--- src/rtl/pk_clamp_pkg.sv ---
package pk_clamp_pkg;

    localparam int unsigned LANE_W_DEF = 16;
    localparam int unsigned LANES_DEF  = 4;

    // Guard-bit patterns of a lane result
    typedef enum logic [1:0] {
        GRD_INRANGE = 2'b00,
        GRD_POSOVF  = 2'b01,
        GRD_ILLEGAL = 2'b10,
        GRD_NEGOVF  = 2'b11
    } guard_e;

endpackage

--- src/rtl/lane_addsub.sv ---
module lane_addsub #(
    parameter int unsigned W = 16
) (
    input  logic         sub,
    input  logic [W-1:0] a,
    input  logic [W-1:0] b,
    output logic [W-1:0] y
);

    logic [W-1:0] b_eff;

    always_comb begin
        b_eff = sub ? ~b : b;
        // wraps modulo 2^W; the carry-in supplies the +1 of two's complement
        y     = a + b_eff + {{(W-1){1'b0}}, sub};
    end

endmodule

--- src/rtl/lane_clamp.sv ---
module lane_clamp
    import pk_clamp_pkg::*;
#(
    parameter int unsigned W = 16
) (
    input  logic [W-1:0] raw,
    output logic [W-1:0] res,
    output logic         illegal
);

    localparam int unsigned FRAC_W = W - 2;
    localparam logic [W-1:0] FRAC_MAX = {2'b00, {FRAC_W{1'b1}}};
    localparam logic [W-1:0] FRAC_ZERO = '0;

    guard_e grd;

    always_comb begin
        grd     = guard_e'(raw[W-1 -: 2]);
        res     = raw;
        illegal = 1'b0;
        case (grd)
            GRD_INRANGE: res = raw;
            GRD_POSOVF:  res = FRAC_MAX;
            GRD_NEGOVF:  res = FRAC_ZERO;
            GRD_ILLEGAL: begin
                res     = FRAC_MAX;
                illegal = 1'b1;
            end
            default:     res = raw;
        endcase
    end

endmodule

--- src/rtl/pk_clamp_addsub.sv ---
module pk_clamp_addsub
    import pk_clamp_pkg::*;
#(
    parameter int unsigned LANE_W = LANE_W_DEF,
    parameter int unsigned LANES  = LANES_DEF
) (
    input  logic                     clk,
    input  logic                     rst,
    input  logic                     in_valid,
    input  logic                     op_sub,
    input  logic [LANES*LANE_W-1:0]  opnd_a,
    input  logic [LANES*LANE_W-1:0]  opnd_b,
    output logic                     out_valid,
    output logic [LANES*LANE_W-1:0]  out_data,
    output logic [LANES-1:0]         out_flag
);

    localparam int unsigned DATA_W = LANES * LANE_W;
    localparam int unsigned FRAC_W = LANE_W - 2;
    localparam logic [LANE_W-1:0] FRAC_MAX = {2'b00, {FRAC_W{1'b1}}};

    typedef struct packed {
        logic              vld;
        logic [DATA_W-1:0] data;
        logic [LANES-1:0]  flag;
    } stage_t;

    stage_t st_d, st_q;

    logic [DATA_W-1:0] sum_w;
    logic [DATA_W-1:0] clamp_w;
    logic [LANES-1:0]  ill_w;

    // one arithmetic and one clamp slice per lane
    for (genvar g = 0; g < LANES; g++) begin : g_lane
        lane_addsub #(.W(LANE_W)) u_alu (
            .sub (op_sub),
            .a   (opnd_a[g*LANE_W +: LANE_W]),
            .b   (opnd_b[g*LANE_W +: LANE_W]),
            .y   (sum_w[g*LANE_W +: LANE_W])
        );

        lane_clamp #(.W(LANE_W)) u_clp (
            .raw     (sum_w[g*LANE_W +: LANE_W]),
            .res     (clamp_w[g*LANE_W +: LANE_W]),
            .illegal (ill_w[g])
        );

        // a raised flag always comes with the largest fraction in its lane
        a_r7_flag_max: assert property (@(posedge clk) disable iff (rst)
            out_flag[g] |-> (out_data[g*LANE_W +: LANE_W] == FRAC_MAX));

        // the guard bits of a registered lane are always clear
        a_r4_guard_clear: assert property (@(posedge clk) disable iff (rst)
            out_valid |-> (out_data[g*LANE_W + LANE_W - 1 -: 2] == 2'b00));
    end

    always_comb begin
        st_d      = st_q;
        st_d.vld  = in_valid;
        st_d.flag = in_valid ? ill_w : '0;
        if (in_valid) begin
            st_d.data = clamp_w;
        end
        if (rst) begin
            st_d = '0;
        end
    end

    always_ff @(posedge clk) begin
        st_q <= st_d;
    end

    assign out_valid = st_q.vld;
    assign out_data  = st_q.data;
    assign out_flag  = st_q.flag;

    // valid follows the accepted input by one clock
    a_r8_valid_lat: assert property (@(posedge clk) disable iff (rst)
        in_valid |=> out_valid);

    // no flag without valid
    a_r8_flag_needs_valid: assert property (@(posedge clk) disable iff (rst)
        !out_valid |-> (out_flag == '0));

    // an idle cycle leaves the data untouched
    a_r9_hold: assert property (@(posedge clk) disable iff (rst)
        !in_valid |=> $stable(out_data));

    // reset clears everything on the next edge
    a_r10_reset_clear: assert property (@(posedge clk)
        rst |=> (!out_valid && out_flag == '0 && out_data == '0));

endmodule

--- config.mk ---
export PLATFORM = sky130hd
export DESIGN_NAME = pk_clamp_addsub
export DESIGN_NICKNAME = d
export VERILOG_FILES = /design/src/rtl/pk_clamp_pkg.sv /design/src/rtl/lane_addsub.sv /design/src/rtl/lane_clamp.sv /design/src/rtl/pk_clamp_addsub.sv
export SDC_FILE = /design/constraint.sdc
export NUM_CORES = 1
export LEC_CHECK = 0
export BUFFER_PORTS_ARGS = -buffer_cell sky130_fd_sc_hd__buf_2
export CORE_MARGIN = 2
export CORE_UTILIZATION = 40
export DETAILED_ROUTE_END_ITERATION = 10
export PLACE_DENSITY = 0.79
export SYNTH_ARGS = -nofsm -noshare
export SYNTH_HDL_FRONTEND = slang
export SYNTH_SLANG_ARGS = --single-unit
--- constraint.sdc ---
create_clock -name clk -period 3.9 [get_ports clk]
set_input_delay 0.39 -clock clk [delete_from_list [all_inputs] [get_ports clk]]
set_output_delay 0.39 -clock clk [all_outputs]
set_load 0.03 [all_outputs]
==> results.json, run 1 <==
{
  "status": "finished clean",
  "preCtsSetupSlack_ns": -0.0283,
  "min_path_type": "in -> reg",
  "stdcell_area_um2": 8200,
  "utilization_pct": 50.0,
  "netlist.area_leader.share_pct": 20.8,
  "leakagePower_uw": 0.00375,
  "clk_pin_slew_ns": 0.06,
  "maxCapViolCount": 0,
  "io-pin-count": 201,
  "rsz0062_at_grt": "no",
  "slowest_delay_ns": 0.48,
  "initial_core_util_pct": 40.5,
  "wl_met2_um": 8280,
  "gp_congestion": 0.925,
  "synth-async-reset-ratio_pct": 0,
  "fin_crit_ns": 3.65,
  "drive_above_1_share_pct": 30.4,
  "startpoint": "op_sub",
  "core_um2": 16400,
  "slew_viol_final": 0,
  "yosysUniqueCellTypes": 80,
  "synth_most_common_cell": "nor2_1",
  "cp_num_cells": 14,
  "finalCritPeriodShare_pct": 93.5,
  "yosysSeqAreaShare_pct": 20.8,
  "post_cts_buffers": 0,
  "wirelength_um": 17800,
  "grt_util_all_layers_pct": 19.6,
  "htree_levels": 3,
  "p_per_area_nw_per_um2": 464,
  "cts.sinks": 69,
  "nets": 1142,
  "antenna_found_initial": 1,
  "synth_nets": 950,
  "syn_area_per_cell_um2": 8.87,
  "setup_slack_ns": 0.254,
  "r2r_slack_ns": 2.94,
  "drt-vias-per-instance": 5.47,
  "die_h_um": 133,
  "ant_nets": 0,
  "worstPathRequired_ns": 4.06,
  "placed_area_um2": 7880,
  "synthesis.area_um2": 6640,
  "critPathMaxFanout": 14,
  "antenna_cells": 0,
  "rows": 47,
  "wl_met1_um": 8150,
  "synthCells": 749,
  "dieWidth_um": 133,
  "synth_edf_count": 0,
  "cpMaxStageDelayCell": "a221oi_1",
  "grt_pass1_wl_um": 28800,
  "synth_area_leader_cell": "dfxtp_1",
  "wl_met3_um": 1080,
  "crit_family": "compound AO/OA/AOI/OAI gates",
  "r2r_cells": 2,
  "syn2layout_area_growth_pct": 23.4,
  "endpoint": "out_data[7]",
  "yosys_warnings": 0,
  "wl_per_cell_um": 15.3,
  "skew_ns": 0,
  "cts_tree": "built",
  "fmax_ghz": 0.274,
  "clk_latency_ns": 0.33,
  "clockBufferDepth": 2,
  "crit_chain": "buf_4 -> mux2i_1 -> inv_1 -> fa_1 -> a21o_1 -> a221oi_1 -> o211ai_1 -> a21oi_1 -> mux2i_1 -> inv_1 -> ha_1 -> a21o_1 -> o31a_1 -> a311oi_1",
  "setup_tns_ns": 0,
  "ys_top_cells_by_area": "dfxtp_1 21%, ha_1 12%, xor2_1 10%",
  "crit_arrival_ns": 3.81,
  "hpwl_um": 14200,
  "grt_pass1_vias": 6077,
  "root_buffer": "clkbuf_16",
  "hold_viol_final": 0,
  "r2r-end": "out_data[48]",
  "crit_type": "in -> reg",
  "first_pass_iters": 4,
  "num_vias": 6376,
  "top_layer": "met4",
  "synthFlopType": "dfxtp_1",
  "worstMarginPinSlew_ns": 0.868,
  "slew_headroom_pct": 41.9,
  "grt_max_degree": 56,
  "cts_made_buffers": 9,
  "die-area_um2": 17700,
  "setup_viol": 0,
  "nFillCells": 1550,
  "endpoint_kind": "flop",
  "ctsResizeCount": 0,
  "hold_buffers": 0,
  "cp_num_buf_inv": 3,
  "startpoint_type": "input pin",
  "gr-total-overflow": 0,
  "drtIter0Drc": 304,
  "synth-seq-cells": 69,
  "reg2reg_from": "out_data[48]",
  "drc_errors": 0,
  "ir_drop_v": 0.000220,
  "io_buffers": 200,
  "synthTopCellsByCount": "89 x nor2_1, 78 x xor2_1, 69 x dfxtp_1, 65 x ha_1, 45 x a21oi_1"
}
-- cells by family after synthesis --
family | Yosys count | synth area share, %
AO/OA/AOI/OAI | 205 | 27.8
XOR/XNOR | 112 | 15.1
adder cells (fa/ha/maj) | 69 | 13.5
buffers and inverters | 55 | 3.88
flip-flops | 69 | 20.8
multiplexers | 8 | 1.41
AND/OR/NAND/NOR | 231 | 17.6
-- layout by cell type (no fill, tap or decap), types with 21 or more instances in the layout --
cell / Yosys / layout
a21o_1: 21 / 21
ha_1: 65 / 65
dfxtp_1: 69 / 69
a21oi_1: 45 / 45
xor2_1: 78 / 78
nand2_1: 30 / 30
nor3_1: 24 / 24
buf_2: 3 / 199
nor2_1: 89 / 89
xnor2_1: 32 / 32
-- per-stage QoR --
step,instances,hold WS (ns),power [µW]
after CTS,1165,0.405,3820
after global routing,1165,0.427,4040
after floorplan,749,0.598,2440
final,1165,0.415,3810
after detailed placement,1150,0.442,2930
after global placement,1150,0.436,2900
-- registers in the layout, indices dropped and copies added, names as in the netlist --
signal     flops
out_valid      1
out_flag       4
out_data      64
-- worst min path at each step --
stage / slack [ns] / end / cells after the start / from
global route: 0.43 / out_data[0] / 3 / opnd_a[0]
CTS: 0.41 / out_data[0] / 3 / opnd_a[0]
detailed placement: 0.44 / out_data[14] / 1 / out_data[14]
global placement: 0.44 / out_data[15] / 1 / out_data[15]
finish: 0.41 / out_data[0] / 3 / opnd_a[0]
floorplan: 0.60 / out_data[1] / 2 / out_data[1]
-- final cells by class --
type	count	area (µm²)	area share (%)
sequential	69	1380	16.9
inverter	20	75.1	0.916
tap	220	275	3.36
clock buffer	9	225	2.75
multi-input combinational	625	5000	61.0
timing repair buffer	216	1150	14.0
clock inverter	6	88.8	1.08
-- worst reg2reg max path: stages, from the launching register on --
cell	delay (ns)
dfxtp_1	0.35
nor2_1	0.04
a2111oi_0	0.43
-- metal layers --
layer | track usage [%] | vias up
li1 | - | 3166
met1 | 26.2 | 2975
met2 | 32.4 | 208
met3 | 3.64 | 27
met4 | 5.44 | 0
met5 | 0 | -
-- power breakdown --
part	switching (µW)	internal (µW)	leakage, µW
Clock	322	556	0.000147
Sequential	90.6	852	0.000572
Combinational	1230	754	0.00303
Total	1640	2160	0.00375
No activity file was read; power rests on OpenSTA's default activity.
==> run 2, diff against run 1 <==
- PLACE_DENSITY: 0.79 -> 0.77
- clock period: 3.9 -> 3.85 ns (I/O delays scaled with it)
==> results.json, run 2 (synthesis gave the netlist of run 1 again) <==
{
  "drtIter0Drc": 232,
  "utilization_pct": 51.6,
  "hp-start": "opnd_a[0]",
  "post_cts_buffers": 0,
  "r2r_cells": 2,
  "critPathMaxFanout": 17,
  "reg2reg_from": "out_data[48]",
  "endpoint_kind": "flop",
  "num_vias": 6387,
  "antenna_cells": 0,
  "place_inst": 1187,
  "setup_tns_ns": 0,
  "gp_congestion": 0.985,
  "wirelength_um": 18000,
  "cts.sinks": 69,
  "rows": 47,
  "p_comb_share_pct": 54.1,
  "worstMarginPinSlew_ns": 0.941,
  "hold_viol_final": 0,
  "drc_errors": 0,
  "die_h_um": 133,
  "hold_buffers": 0,
  "cts_tree": "built",
  "grt.busiest_layer": "met2",
  "final_cell_mix": "199 x buf_2, 89 x nor2_1, 78 x xor2_1",
  "initial_core_util_pct": 40.5,
  "root_buffer": "clkbuf_16",
  "core_um2": 16400,
  "io-pin-count": 201,
  "first_pass_iters": 4,
  "leakagePower_uw": 0.00393,
  "largest_reg_flops": 64,
  "swShare_pct": 42.7,
  "ir_drop_v": 0.000283,
  "placed_area_um2": 8170,
  "syn2layout_area_growth_pct": 27.5,
  "clockBufferDepth": 2,
  "dieWidth_um": 133,
  "min_path_type": "in -> reg",
  "antenna_found_initial": 1,
  "holdPathEnd": "out_data[0]",
  "r2r-end": "out_data[48]",
  "p_per_area_nw_per_um2": 455,
  "clk_pin_slew_ns": 0.06,
  "maxCapViolCount": 0,
  "die-area_um2": 17700,
  "io_buffers": 200,
  "pwr-share-clk_pct": 21.0,
  "crit_type": "in -> reg",
  "finalCritPeriodShare_pct": 91.2,
  "clk_latency_ns": 0.31,
  "slew_headroom_pct": 37.0,
  "htree_levels": 3,
  "ant_nets": 0,
  "gr-total-overflow": 0,
  "setup_viol": 0,
  "p_seq_share_pct": 24.9,
  "final_common_cell": "buf_2",
  "skew_ns": 0,
  "fmax_ghz": 0.285,
  "grt_max_degree": 67,
  "grt_pass1_wl_um": 29500,
  "stdcell_area_um2": 8470,
  "fin_crit_ns": 3.51,
  "internal-power_uw": 2210,
  "hold_ws_ns": 0.408,
  "use_met1_pct": 25.9,
  "met3_usage_pct": 5.33,
  "grt_use_met2_pct": 33.4,
  "grt_util_all_layers_pct": 20.0,
  "drt-vias-per-instance": 5.31,
  "min_path_cells": 3,
  "grt_pass1_vias": 6164,
  "status": "finished clean",
  "fin_cells": 1203,
  "slew_viol_final": 0,
  "worstPathRequired_ns": 4.07,
  "startpoint_type": "input pin",
  "r2r_slack_ns": 2.94,
  "ctsResizeCount": 0,
  "hpwl_um": 14500,
  "crit_arrival_ns": 3.74,
  "wl_per_cell_um": 15.0,
  "cts_made_buffers": 9,
  "drive_above_1_share_pct": 32.9,
  "nets": 1179,
  "p_sw_uw": 1650,
  "rsz0062_at_grt": "no"
}
## run 2: changes by cell type in the layout (fill, tap and decap cells not counted)
cell and delta:
buf_4 +36, bufinv_16 -1, buf_12 +1, clkbuf_8 +1, clkbuf_1 +2, clkinv_4 -1, clkinvlp_4 -1, clkinv_2 +1
## run 2: per-stage QoR
stage	setup WS, ns	power (µW)
final	0.337	3850
after global routing	0.0542	4110
after CTS	0.366	3870
after detailed placement	0.0409	3050
after global placement	0.102	3020
after floorplan	0.0180	2470
## run 2: cell type report
cell class	instances	area, µm²
fillers	1546	7940
multi-input cells	625	5000
repair buffers	253	1440
flip-flops and latches	69	1380
well taps	220	275
clock buffers	12	246
inverters	20	75.1
clock inverters	4	47.5
## run 2: power groups by stage
stage / Combinational (µW) / Clock [µW] / Sequential [µW]
final: 2080 / 811 / 959
after global routing: 2270 / 863 / 971
after detailed placement: 2080 / 0 / 969
after floorplan: 1240 / 0 / 1230
after global placement: 2040 / 0 / 972
after CTS: 2080 / 832 / 957
## run 2: metal layers
metal | vias to the layer above | part of all wire, %
li1 | 3241 | -
met1 | 2922 | 45
met2 | 200 | 47
met3 | 22 | 6.9
met4 | 2 | 1.2
met5 | - | 0.039
## run 2: how the worst max path moves through the flow
stage	start	to	slack, ns	cells past startpoint
detailed placement	op_sub	out_data[6]	0.04	16
global placement	op_sub	out_data[1]	0.10	16
global route	op_sub	out_data[7]	0.05	16
CTS	op_sub	out_data[1]	0.37	16
finish	op_sub	out_data[9]	0.34	16
floorplan	op_sub	out_data[13]	0.02	16
## run 2: critical path, stage by stage
cell and delay, ns:
buf_4 0.22, mux2i_1 0.24, inv_1 0.09, fa_1 0.43, a21o_1 0.21, a221oi_1 0.24, buf_4 0.17, o211ai_1 0.09
a21oi_1 0.30, mux2i_1 0.31, inv_1 0.07, ha_1 0.27, a21o_1 0.18, o31a_1 0.14, buf_12 0.16, a311oi_1 0.22
==> run 3, diff against run 2 <==
- CAP_MARGIN: default -> 20
- PLACE_DENSITY: 0.77 -> 0.71
==> results.json, run 3 (synthesis gave the netlist of run 1 again) <==
{
  "status": "finished clean",
  "crit_chain": "buf_4 -> mux2i_1 -> inv_1 -> fa_1 -> a21o_1 -> a221oi_1 -> o211ai_1 -> a21oi_1 -> mux2i_1 -> inv_1 -> ha_1 -> a21o_1 -> o31a_1 -> buf_4 -> a311oi_1",
  "reg2reg_from": "out_data[36]",
  "drt-vias-per-instance": 5.24,
  "p_comb_share_pct": 53.7,
  "startpoint_type": "input pin",
  "startpoint": "op_sub",
  "placed_area_um2": 8110,
  "min_path_type": "in -> reg",
  "clk_latency_ns": 0.32,
  "grt_max_degree": 89,
  "post_cts_buffers": 0,
  "pwr-share-clk_pct": 21.5,
  "first_pass_iters": 7,
  "grt_pass1_vias": 6092,
  "antenna_found_initial": 0,
  "hold_buffers": 0,
  "r2r_slack_ns": 2.94,
  "largest_reg_flops": 64,
  "num_vias": 6243,
  "maxCapViolCount": 0,
  "slowest_delay_ns": 0.43,
  "nets": 1170,
  "min_path_cells": 3,
  "setup_slack_ns": 0.460,
  "crit_type": "in -> reg",
  "internal-power_uw": 2240,
  "cts_tree": "built",
  "cpMaxStageDelayCell": "fa_1",
  "htree_levels": 3,
  "swShare_pct": 42.1,
  "clk_pin_slew_ns": 0.05,
  "gr-total-overflow": 0,
  "gp_congestion": 0.895,
  "hold_viol_final": 0,
  "die_h_um": 133,
  "grt_pass1_wl_um": 28900,
  "fin_crit_ns": 3.39,
  "crit_arrival_ns": 3.62,
  "finalCritPeriodShare_pct": 88.0,
  "rows": 47,
  "worstMarginPinSlew_ns": 0.920,
  "cts.sinks": 69,
  "place_inst": 1178,
  "critPathMaxFanout": 14,
  "core_um2": 16400,
  "final_cell_mix": "199 x buf_2, 89 x nor2_1, 78 x xor2_1",
  "wl_per_cell_um": 14.7,
  "fin_cells": 1192,
  "fmax_ghz": 0.295,
  "r2r-end": "out_data[36]",
  "endpoint_kind": "flop",
  "clockBufferDepth": 2,
  "cts_made_buffers": 9,
  "crit_family": "compound AO/OA/AOI/OAI gates",
  "setup_tns_ns": 0,
  "io-pin-count": 201,
  "r2r_cells": 2,
  "drc_errors": 0,
  "p_seq_share_pct": 24.8,
  "hpwl_um": 14200,
  "ant_nets": 0,
  "slew_headroom_pct": 38.4,
  "holdPathEnd": "out_data[0]",
  "worstPathRequired_ns": 4.08,
  "p_per_area_nw_per_um2": 460,
  "root_buffer": "clkbuf_16",
  "antenna_cells": 0,
  "syn2layout_area_growth_pct": 26.6,
  "slew_viol_final": 0,
  "dieWidth_um": 133,
  "stdcell_area_um2": 8410,
  "leakagePower_uw": 0.00389,
  "preCtsSetupSlack_ns": 0.110,
  "rsz0062_at_grt": "no",
  "p_sw_uw": 1630,
  "cp_num_buf_inv": 4,
  "wirelength_um": 17500,
  "die-area_um2": 17700,
  "setup_viol": 0,
  "skew_ns": 0,
  "drive_above_1_share_pct": 32.2,
  "hp-start": "opnd_a[0]",
  "grt_util_all_layers_pct": 19.6,
  "ctsResizeCount": 0,
  "initial_core_util_pct": 40.5,
  "final_common_cell": "buf_2",
  "drtIter0Drc": 297,
  "ir_drop_v": 0.000211,
  "io_buffers": 200
}
[run 3: cell count changes in the layout (fill, tap and decap cells not counted), sizes merged]
cell,previous run,this run
buf,253,244
clkinv,3,1
clkbuf,12,13
clkinvlp,1,0
[run 3: routing by layer]
layer | up-vias | part of all wire (%) | GRT usage [%] | wire [µm]
li1 | 3225 | - | - | -
met1 | 2808 | 47 | 26.7 | 8180
met2 | 192 | 46 | 32.4 | 8030
met3 | 18 | 6.2 | 3.30 | 1090
met4 | 0 | 1.2 | 4.78 | 211
met5 | - | 0 | 0 | 0
[run 3: worst max path at each step]
stage / endpoint / slack [ns] / cells after the start
detailed placement: out_data[35] / 0.11 / 15
global route: out_data[36] / 0.13 / 15
finish: out_data[1] / 0.46 / 15
floorplan: out_data[13] / 0.02 / 16
CTS: out_data[35] / 0.46 / 15
global placement: out_data[22] / 0.19 / 12
[run 3: power groups by stage]
| stage | Clock [µW] | Sequential [µW] | Combinational, µW |
|---|---|---|---|
| 3_5_place_dp | 0 | 969 | 2080 |
| 5_1_grt | 883 | 971 | 2280 |
| 6_report | 832 | 958 | 2080 |
| 2_1_floorplan | 0 | 1230 | 1240 |
| 3_3_place_gp | 0 | 975 | 2060 |
| 4_1_cts | 852 | 957 | 2090 |
[run 3: metrics by stage]
stage               power [µW]  hold WS [ns]  utilization, %
global placement          3030         0.438            49.4
CTS                       3900         0.435            51.2
floorplan                 2470         0.598               -
detailed placement        3050         0.439            49.4
finish                    3870         0.444            51.2
global route              4130         0.440            51.2
[run 3: cell type report]
class,count,area [µm²]
Inverter,20,75.1
Tap cell,220,275
Timing Repair Buffer,244,1370
Clock buffer,13,270
Multi-Input combinational cell,625,5000
Sequential cell,69,1380
Fill cell,1526,8000
Clock inverter,1,30.0
[run 3: worst reg2reg max path: cells and delay by family, from the launching register on]
kind / cells / cell delay (ns)
flops: 1 / 0.35
simple gates: 1 / 0.05
compound gates: 1 / 0.39
